`src/rtl/sb_pkg.sv`:
```
`timescale 1ns/1ps
package sb_pkg;
  // true when a tag addresses a tracked physical register
  function automatic logic tag_below(input logic [15:0] tag, input int unsigned bound);
    return (32'(tag) < bound);
  endfunction
endpackage

```
`src/rtl/sb_rst_sync.sv`:
```
`timescale 1ns/1ps
module sb_rst_sync (
  input  logic clk,
  input  logic rst_n_async,
  output logic rst_n_sync
);
  logic meta_q;
  logic sync_q;

  always_ff @(posedge clk or negedge rst_n_async) begin
    if (!rst_n_async) begin
      meta_q <= 1'b0;
      sync_q <= 1'b0;
    end else begin
      meta_q <= 1'b1;
      sync_q <= meta_q;
    end
  end

  assign rst_n_sync = sync_q;
endmodule

```
`src/rtl/sb_tag_decode.sv`:
```
`timescale 1ns/1ps
module sb_tag_decode #(
  parameter int NUM_PREGS = 64,
  parameter int TAG_W     = 7
) (
  input  logic                 en,
  input  logic [TAG_W-1:0]     tag,
  output logic [NUM_PREGS-1:0] onehot
);
  // tags outside the range match no line, so they fall away here
  for (genvar r = 0; r < NUM_PREGS; r++) begin : g_line
    assign onehot[r] = en && (tag == TAG_W'(r));
  end
endmodule

```
`src/rtl/sb_ready_array.sv`:
```
`timescale 1ns/1ps
module sb_ready_array #(
  parameter int NUM_PREGS = 64
) (
  input  logic                 clk,
  input  logic                 rst_n,
  input  logic [NUM_PREGS-1:0] set_vec,
  input  logic [NUM_PREGS-1:0] clr_vec,
  output logic [NUM_PREGS-1:0] ready_q,
  output logic [NUM_PREGS-1:0] ready_now
);
  logic [NUM_PREGS-1:0] ready_d;
  logic                 upd_en;

  always_comb begin
    // completion first, then the new producer's clear
    ready_now = ready_q | set_vec;
    ready_d   = ready_now & ~clr_vec;
    upd_en    = (|set_vec) | (|clr_vec);
  end

  always_ff @(posedge clk or negedge rst_n) begin
    if (!rst_n)      ready_q <= '0;
    else if (upd_en) ready_q <= ready_d;
  end
endmodule

```
`src/rtl/sb_wait_slot.sv`:
```
`timescale 1ns/1ps
module sb_wait_slot #(
  parameter int TAG_W     = 7,
  parameter int SRCS      = 2,
  parameter int CMP_PORTS = 2
) (
  input  logic                       clk,
  input  logic                       rst_n,
  input  logic                       disp_en,
  input  logic [SRCS-1:0]            disp_wait,
  input  logic [SRCS*TAG_W-1:0]      disp_tag,
  input  logic                       squash,
  input  logic [CMP_PORTS-1:0]       cmp_valid,
  input  logic [CMP_PORTS*TAG_W-1:0] cmp_tag,
  output logic                       wake_pulse
);
  logic [SRCS-1:0]            wait_q, wait_d, keep;
  logic [SRCS-1:0][TAG_W-1:0] tag_q;
  logic [SRCS-1:0]            hit;
  logic                       wake_d;

  always_comb begin
    for (int i = 0; i < SRCS; i++) begin
      hit[i] = 1'b0;
      for (int c = 0; c < CMP_PORTS; c++) begin
        if (cmp_valid[c] && (cmp_tag[c*TAG_W +: TAG_W] == tag_q[i])) hit[i] = 1'b1;
      end
    end
    keep = wait_q & ~hit;
    if (disp_en) begin
      wait_d = disp_wait;
      wake_d = ~(|disp_wait);
    end else if (squash) begin
      wait_d = '0;
      wake_d = 1'b0;
    end else begin
      wait_d = keep;
      wake_d = (|wait_q) & ~(|keep);
    end
  end

  always_ff @(posedge clk or negedge rst_n) begin
    if (!rst_n) begin
      wait_q     <= '0;
      wake_pulse <= 1'b0;
    end else begin
      wait_q     <= wait_d;
      wake_pulse <= wake_d;
    end
  end

  always_ff @(posedge clk or negedge rst_n) begin
    if (!rst_n)       tag_q <= '0;
    else if (disp_en) tag_q <= disp_tag;
  end
endmodule

```
`src/rtl/preg_wakeup_sb.sv`:
```
`timescale 1ns/1ps
module preg_wakeup_sb
  import sb_pkg::*;
#(
  parameter int INT_PREGS = 32,
  parameter int FP_PREGS  = 32,
  parameter int SLOTS     = 8,
  parameter int SRCS      = 2,
  parameter int CMP_PORTS = 2,
  localparam int NUM_PREGS = INT_PREGS + FP_PREGS,
  localparam int IDX_W     = $clog2(NUM_PREGS),
  localparam int TAG_W     = IDX_W + 1,
  localparam int SLOT_W    = $clog2(SLOTS)
) (
  input  logic                       clk,
  input  logic                       rst_n,
  input  logic                       disp_valid,
  input  logic [SLOT_W-1:0]          disp_slot,
  input  logic                       disp_dst_valid,
  input  logic [TAG_W-1:0]           disp_dst_tag,
  input  logic [SRCS-1:0]            disp_src_valid,
  input  logic [SRCS*TAG_W-1:0]      disp_src_tag,
  input  logic [CMP_PORTS-1:0]       cmp_valid,
  input  logic [CMP_PORTS*TAG_W-1:0] cmp_tag,
  input  logic [SLOTS-1:0]           squash_mask,
  output logic [NUM_PREGS-1:0]       reg_ready,
  output logic [SLOTS-1:0]           wake_vec
);
  logic rst_sync_n;

  sb_rst_sync u_rst (
    .clk         (clk),
    .rst_n_async (rst_n),
    .rst_n_sync  (rst_sync_n)
  );

  logic [CMP_PORTS-1:0][NUM_PREGS-1:0] cmp_dec;
  logic [NUM_PREGS-1:0]                cmp_hit;
  logic [NUM_PREGS-1:0]                dst_hit;
  logic [NUM_PREGS-1:0]                ready_now;
  logic [SRCS-1:0]                     disp_wait;

  for (genvar c = 0; c < CMP_PORTS; c++) begin : g_cmp
    sb_tag_decode #(.NUM_PREGS(NUM_PREGS), .TAG_W(TAG_W)) u_dec (
      .en     (cmp_valid[c]),
      .tag    (cmp_tag[c*TAG_W +: TAG_W]),
      .onehot (cmp_dec[c])
    );
  end

  always_comb begin
    cmp_hit = '0;
    for (int c = 0; c < CMP_PORTS; c++) cmp_hit = cmp_hit | cmp_dec[c];
  end

  sb_tag_decode #(.NUM_PREGS(NUM_PREGS), .TAG_W(TAG_W)) u_dst_dec (
    .en     (disp_valid && disp_dst_valid),
    .tag    (disp_dst_tag),
    .onehot (dst_hit)
  );

  sb_ready_array #(.NUM_PREGS(NUM_PREGS)) u_ready (
    .clk       (clk),
    .rst_n     (rst_sync_n),
    .set_vec   (cmp_hit),
    .clr_vec   (dst_hit),
    .ready_q   (reg_ready),
    .ready_now (ready_now)
  );

  // re-check each reported source, including same-cycle completions
  always_comb begin
    for (int i = 0; i < SRCS; i++) begin
      disp_wait[i] = disp_src_valid[i]
                  && tag_below(16'(disp_src_tag[i*TAG_W +: TAG_W]), NUM_PREGS)
                  && !ready_now[disp_src_tag[i*TAG_W +: IDX_W]];
    end
  end

  for (genvar s = 0; s < SLOTS; s++) begin : g_slot
    sb_wait_slot #(.TAG_W(TAG_W), .SRCS(SRCS), .CMP_PORTS(CMP_PORTS)) u_slot (
      .clk        (clk),
      .rst_n      (rst_sync_n),
      .disp_en    (disp_valid && (disp_slot == SLOT_W'(s))),
      .disp_wait  (disp_wait),
      .disp_tag   (disp_src_tag),
      .squash     (squash_mask[s]),
      .cmp_valid  (cmp_valid),
      .cmp_tag    (cmp_tag),
      .wake_pulse (wake_vec[s])
    );
  end
endmodule

```
`config.mk`:
```
export PLATFORM = sky130hd
export DESIGN_NAME = preg_wakeup_sb
export DESIGN_NICKNAME = d
export VERILOG_FILES = /design/src/rtl/sb_pkg.sv /design/src/rtl/sb_rst_sync.sv /design/src/rtl/sb_tag_decode.sv /design/src/rtl/sb_ready_array.sv /design/src/rtl/sb_wait_slot.sv /design/src/rtl/preg_wakeup_sb.sv
export SDC_FILE = /design/constraint.sdc
export NUM_CORES = 1
export LEC_CHECK = 0
export BUFFER_PORTS_ARGS = -buffer_cell sky130_fd_sc_hd__clkbuf_2
export CORE_UTILIZATION = 35
export CTS_CLUSTER_SIZE = 20
export DETAILED_ROUTE_END_ITERATION = 10
export GPL_ROUTABILITY_DRIVEN = 0
export HOLD_SLACK_MARGIN = 0.08
export PLACE_DENSITY = 0.57
export SLEW_MARGIN = 20
export SYNTH_ARGS = -nofsm -noshare
export SYNTH_HDL_FRONTEND = slang
export SYNTH_SLANG_ARGS = --single-unit
export TNS_END_PERCENT = 10
```
`constraint.sdc`:
```
create_clock -name clk -period 5.9 [get_ports clk]
set_clock_uncertainty 0.05 [all_clocks]
set_input_delay 0.295 -clock clk [delete_from_list [all_inputs] [get_ports clk]]
set_output_delay 0.295 -clock clk [all_outputs]
set_load 0.1 [all_outputs]
```
Yosys cells after proc, flatten, opt, wreduce, memory -nomap -nowiden:

Index checks and enable logic that the tools add are counted.

* RAM bits: 0
* register bits: 202
* input bits: 54
* memory bits (read-only): 0
* logic and storage cells: 635
* output and inout port bits: 72
* memories kept: 0
* latch bits: 0

* equal/unequal tests: 228
* reduce and logical (&&, ||, !) cells: 262
* bitwise operators: 38
* $mul: 0
* divide/modulo/power cells: 0
* $add $sub $neg: 0
* shifts and indexed selects: 0
* $lt $le $gt $ge: 4
* multiplexer cells: 68

Operators with widths (number)
* $eq A7 B6 Y1 const B: 96
* $eq A7 B5 Y1 const B: 48
* $logic_and A1 B1 Y1: 237
* $eq A7 B7 Y1: 32
* $eq A7 B4 Y1 const B: 24
* $or A64 B64 Y64: 2
* $reduce_or A64 Y1: 2
* $eq A7 B3 Y1 const B: 12
* $and A64 B64 Y64: 1
* $not A64 Y64: 1
* $mux W1: 50
* $eq A7 B2 Y1 const B: 6
* $reduce_or A2 Y1: 17
* $mux W2: 16
* $eq A7 B1 Y1 const B: 3
* $logic_not A7 Y1: 3
* $and A2 B2 Y2: 8
* $not A2 Y2: 8
* $lt A6 B7 Y1 const B: 2
* $lt A7 B7 Y1 const B: 2
* $bmux W1 S6: 2
* $eq A3 B3 Y1 const B: 4
* $not A1 Y1: 9
* $and A1 B1 Y1: 8
* other kinds (5): 7

Logic depth before layout (Yosys ltp):

* depth after elaboration: 11
* gate-level depth with buffers: 12
* depth with buffers taken out: 9

Modules after synthesis:

A second synthesis with hierarchy kept.

* cells, all modules: 1314
* area, all modules: 13870.8 um^2

Modules (own cells, without submodules)
* sb_wait_slot: cells each 82, sequential area each 425.4 um^2, times used 8, area an instance 964.7 um^2
* sb_ready_array: cells each 192, sequential area each 1601.5 um^2, times used 1, area an instance 2642.5 um^2
* sb_tag_decode: cells each 103, sequential area each 0.0 um^2, times used 3, area an instance 579.3 um^2
* preg_wakeup_sb: cells each 154, sequential area each 0.0 um^2, times used 1, area an instance 1719.1 um^2
* sb_rst_sync: cells each 3, sequential area each 50.0 um^2, times used 1, area an instance 53.8 um^2

Worst setup path after synthesis:

Ideal clock, no wire load.

* path type: register -> register
* start: reg u_ready.ready_q[6]
* end: reg g_slot[6].u_slot.wake_pulse
* path slack: 3142 ps
* setup time: 128 ps
* data required time: 5722 ps
* arrival time: 2580 ps
* clock period less this slack: 2758 ps
* path buffers: 1
* stages on the path, launching flop included: 10
* cells stage by stage: dfrtp_1 > a31o_1 > a21oi_1 > mux2i_1 > or4_1 > a41oi_1 > nor3_2 > and3b_1 > buf_4 > mux2_1

* longest elaborated chain between the ends: 8
* elaborated cells on any way between the ends: 12
* those cells by class: mux: 5; bitwise: 2; reduce/logical: 5

Ends and longest elaborated chain
* start: declaration: line sb_ready_array.sv:9 `output logic [NUM_PREGS-1:0] ready_q,`
* start signal: assignment: line sb_ready_array.sv:24 `else if (upd_en) ready_q <= ready_d;`
* $or A64 B64 Y64 (*): line sb_ready_array.sv:17 `ready_now = ready_q | set_vec;`
* $bmux W1 S6: line preg_wakeup_sb.sv:76 `&& !ready_now[disp_src_tag[i*TAG_W +: IDX_W]];`
* $mux W1 (implied by the code): line preg_wakeup_sb.sv:76
* $logic_not A1 Y1: line preg_wakeup_sb.sv:76
* $logic_and A1 B1 Y1: line preg_wakeup_sb.sv:76
* $reduce_or A2 Y1 (*): line sb_wait_slot.sv:32 `wake_d = ~(|disp_wait);`
* $not A1 Y1 (*): line sb_wait_slot.sv:32
* $mux W1 (*): line sb_wait_slot.sv:30 `if (disp_en) begin`
* net g_slot[6].u_slot.wake_d: line sb_wait_slot.sv:20 `logic wake_d;`
* end signal: assignment: line sb_wait_slot.sv:48 `wake_pulse <= wake_d;`
* end: declaration: line sb_wait_slot.sv:15 `output logic wake_pulse`

The timed path passes the listed nets; every way through them passes the cells marked *. The select of a mux whose other input is x is not followed.
A chain may end at the register's enable or synchronous reset.

Final worst setup path:

* start: in cmp_tag[1]
* end: reg g_slot[1].u_slot.wake_pulse

* longest elaborated chain between the ends: 11
* elaborated cells on any way between the ends: 155
* those cells by class: eq/ne: 65; mux: 10; bitwise: 7; reduce/logical: 73

Ends and longest elaborated chain
* start: declaration: line preg_wakeup_sb.sv:24 `input logic [CMP_PORTS*TAG_W-1:0] cmp_tag,`
* $eq A7 B1 Y1 (tied with other cells): line sb_tag_decode.sv:12 `assign onehot[r] = en && (tag == TAG_W'(r));`
* $logic_and A1 B1 Y1, on equally long branches: line sb_tag_decode.sv:12, sb_wait_slot.sv:26
* $or A64 B64 Y64 or $mux W1 (tied branches): line preg_wakeup_sb.sv:53, sb_wait_slot.sv:26
* $or A64 B64 Y64 or $mux W1 (tied branches): line sb_ready_array.sv:17, sb_wait_slot.sv:26
* $bmux W1 S6 or $not A2 Y2 (tied branches): line preg_wakeup_sb.sv:76, sb_wait_slot.sv:29
* $mux W1 (implied by the code) or $and A2 B2 Y2 (tied branches): line preg_wakeup_sb.sv:76, sb_wait_slot.sv:29
* $logic_not A1 Y1 or $reduce_or A2 Y1 (tied branches): line preg_wakeup_sb.sv:76, sb_wait_slot.sv:38
* $logic_and A1 B1 Y1 or $not A1 Y1 (tied branches): line preg_wakeup_sb.sv:76, sb_wait_slot.sv:38
* $reduce_or A2 Y1 or $and A1 B1 Y1 (tied branches): line sb_wait_slot.sv:32, sb_wait_slot.sv:38
* $not A1 Y1 or $mux W1 (tied branches): line sb_wait_slot.sv:32, sb_wait_slot.sv:33
* $mux W1 (*): line sb_wait_slot.sv:30
* net g_slot[1].u_slot.wake_d: line sb_wait_slot.sv:20
* end signal: assignment: line sb_wait_slot.sv:48
* end: declaration: line sb_wait_slot.sv:15

Marked as above.

==> parameters.txt <==
Parameter                              Value

Layout
  Ratio of cells with drive above 1 in the final layout    19.5%
  End-of-flow core utilization    40.8%
  Ant diodes    0
  Net count of the finished layout    1544
  Layout overhead on the synthesized area    13.6%

Yosys
  Simple-gate portion of the synthesized area    21.7%
  Cells after Synth    1428
  Fraction of synthesized cell area in xor and xnor cells    14.8%
  Library cells used by synthesis    81
  Fraction of the yosys area taken by sequential cells    38.1%
  Mux cell area share after synthesis    5.92%
  Synthesis Warnings    0
  Top cell type's share of synthesized area    38.1%
  Flops & latches, synth    202
  Most frequently used cell type in the post-synthesis netlist    sky130_fd_sc_hd__dfrtp_1
  Commonest cells in the synthesized netlist    sky130_fd_sc_hd__dfrtp_1 (202), sky130_fd_sc_hd__nand2_1 (195), sky130_fd_sc_hd__xnor2_1 (128)
  Adder and majority cell fraction of the synthesized area    0%
  Synth Cell Area    13300 sq um
  Main combinational cell family by area after synthesis    simple AND/OR/NAND/NOR gates
  Fraction of the mapped netlist area in compound gates    14.7%
  Post-Synthesis Net Count    1482
  Number of enable flip-flop cells after synthesis    0
  Proportion of register bits with asynchronous set or reset after synthesis    100%
  Cell types with the largest area share after synthesis    sky130_fd_sc_hd__dfrtp_1 (38%), sky130_fd_sc_hd__xnor2_1 (8.4%), sky130_fd_sc_hd__xor2_1 (6.3%)
  Synthesized area per cell    9.29 sq um
  Largest area contributor in the netlist    sky130_fd_sc_hd__dfrtp_1
  Top_reg_cell synth    sky130_fd_sc_hd__dfrtp_1

Floorplanning
  Vertical die dimension    197 microns
  Die Wd    197 microns
  IO Count    126
  FP Rows    70
  Core ar.    37000 sq um
  Initial Util    35.9%
  Die area    38700 sq um

Drt
  Overall via count from detail_route    12450
  Post-detailed-route via-to-cell ratio    6.19
  Routed Wire Length    53.6 mm
  Count of routing violations after the opening detailed-route iteration    1640
  Detail-routed net length per standard cell    26.6 microns
  Number of iterations in the first detailed-routing pass    7
  Final routed DRC violation total    0
  Remaining antenna violation count after routing    0

Timing
  Relative max-transition margin    21.7%
  Post-route setup TNS    0 ns
  Min setup slack post-route    2.03 ns
  Pins Over Slew Limit    0
  Setup violations, final    0
  Highest clock frequency the design can meet    258 MHz
  Setup repair after global routing missed its margin    no
  Worst slew pin tran    1.17 ns
  Clock period minus final worst setup slack    3.87 ns
  Share of the clock period used by the worst path    65.6%
  Final hold violation count    0

Worst setup path
  Maximum fanout along the worst path    14
  Kind of end point of the critical path    register
  Required time reported for the critical path endpoint    6.31 ns
  Largest delay contributor family on the critical path    simple AND/OR/NAND/NOR gates
  CP bufs+invs    2
  Critical setup path kind    input port to register
  Cells along the critical path    clkbuf_2, nor4b_4, a31oi_1, nand4_1, o2111ai_1, nor4_1, a41oi_1, nor3_2, buf_4, and3b_1, mux2_2
  Highest-delay cell along the critical path    sky130_fd_sc_hd__nor4b_4
  Arrival time of data at the critical path endpoint    4.28 ns
  Kind of launch point of the worst setup path    input port
  CP max stage delay    1.04 ns

Clock network
  TritonCTS buffer count    24
  Worst-Skew Late Latency    0.55 ns
  Setup Fix Bufs, Post-CTS    0
  Root Buffer Master    sky130_fd_sc_hd__clkbuf_16
  Maximum level of the CTS H-tree    1
  CTS max path bufs    3
  Total clock sinks    202
  CTS clk-pin slew, worst paths    0.06 ns
  Clock tree from TritonCTS    done

Pwr
  VDD IR-drop max    288 uV
  Reg power frac    36.0%
  Net switching power    2.37 mW
  Internal power consumption    3.05 mW
  Cell area power density    359 nW/um^2
  Switching share of power    43.7%
  Leakage power    6.29 nW
  Relative contribution of the clock network to total power    27.3%
  Power share of the combinational group    36.7%

Global routing
  Total gr overflow    0
  Number of antenna violations at the first check in global routing    1
  Number of global-route vias before repair    12236
  Maximum number of pins on one net before global-route repair    177
  GRT Resource Usage Total    27.5%
  First-pass GRT wire length    79.6 mm

Place
  Worst slack, placed    1.69 ns
  Half-perimeter wire length after placement    35.5 mm
  Input/output buffers    125

Run status
  Outcome    finished, final reports clean

Min path
  Path category of the worst min-delay check    input port to register

Run
  Number of maximum-capacitance violations    0
[power by group through the flow]
stage	Clock [mW]	Combinational, mW	Sequential (mW)
finish	1.48	1.99	1.95
global route	1.54	2.09	1.98
CTS	1.49	1.96	1.95
detailed placement	0	1.95	1.97
global placement	0	1.94	1.96
floorplan	0	0.846	2.60
[area by class of cell]
class	count	area (sq um)
Tap cell	504	631
Multi-Input combinational cell	1090	7630
Inverter	10	37.5
Fill cell	3718	21900
Clock buffer	39	738
Sequential cell	202	5060
Clock inverter	5	30.0
Timing Repair Buffer	162	958
[cells in the final DEF (no fill, tap or decap), drive strengths merged, types with 5 or more instances in the layout]
cell type      n
a22oi         18
inv           10
a21oi         75
a211oi         8
nand4         56
buf           28
o21ai         37
nor4bb         5
mux2          60
dfrtp        202
a32oi          9
nand2b        14
nand2        196
or2            6
a221oi        37
a41oi         20
nor2b         15
nor4          26
and4bb        10
a21boi         9
a31oi         14
and4b         13
clkbuf       164
nor3          17
a22o          15
nand3b         5
and4           5
nand4b         6
and2          10
nand3         25
dlygate4sd3    9
xnor2        128
nor2          82
mux2i         11
a31o           5
xor2          96
nor4b         13
[flip-flops by register name, summed over array words and instances, names as in the netlist]
| signal | flops |
|---|---|
| g_slot.u_slot.wait_q | 16 |
| g_slot.u_slot.wake_pulse | 8 |
| g_slot.u_slot.tag_q | 112 |
| u_ready.ready_q | 64 |
| u_rst.meta_q | 1 |
| u_rst.rst_n_sync | 1 |
[kinds of logic (layout without fill, tap and decap cells)]
kind of cell	after synthesis	count (layout)
buf+inv	136	216
mux	71	71
other cells	1	1
simple gates	517	517
compound gates	277	277
xor+xnor	224	224
flops	202	202
[worst paths after layout]
check | from | end | slack [ns] | cells after the start
setup reg to reg | u_ready.ready_q[38] | g_slot[4].u_slot.wake_pulse | 2.78 | 9
hold / removal | squash_mask[2] | g_slot[2].u_slot.wait_q[0] | 0.11 | 4
setup / recovery | cmp_tag[1] | g_slot[1].u_slot.wake_pulse | 2.03 | 11
min in group asynchronous | u_rst.rst_n_sync | g_slot[2].u_slot.tag_q[0] | 0.19 | 0
max in group asynchronous | u_rst.rst_n_sync | g_slot[5].u_slot.tag_q[4] | 4.28 | 2
hold reg to reg | u_rst.rst_n_sync | g_slot[2].u_slot.tag_q[0] | 0.19 | 0
[layer usage]
layer  share of wire, %  wire length [microns]  track usage [%]
met1                 41                  21900             37.3
met2                 43                  23100             41.3
met3                 11                   5930             7.31
met4                5.0                   2710             11.5
met5              0.024                     13                0
[repair_timing]
item	in CTS	in global routing
hold buffers	9	0
gates resized for setup	0	0
hold endpoints to repair	9	0
[worst reg2reg max path, cell delays in order, from the launching register on]
cell and delay, ns:
sky130_fd_sc_hd__dfrtp_1 0.46, sky130_fd_sc_hd__a31oi_1 0.17, sky130_fd_sc_hd__a21boi_0 0.30, sky130_fd_sc_hd__and3b_1 0.20, sky130_fd_sc_hd__o21ai_0 0.12, sky130_fd_sc_hd__a211oi_1 0.53
sky130_fd_sc_hd__nor3_2 0.09, sky130_fd_sc_hd__buf_4 0.23, sky130_fd_sc_hd__and3b_1 0.42, sky130_fd_sc_hd__mux2_1 0.40
[through the flow]
step                      total power [mW]  instance area (sq um)  cells  hold slack [ns]
after floorplan                       3.44                  13300   1428          -0.0506
after global placement                3.90                  14200   1958           0.0329
after detailed placement              3.92                  14200   1958           0.0348
after CTS                             5.40                  15000   2011           0.0846
after global routing                  5.62                  15100   2012            0.146
final                                 5.42                  15100   2012            0.106
(Power assumes the default switching activity.)
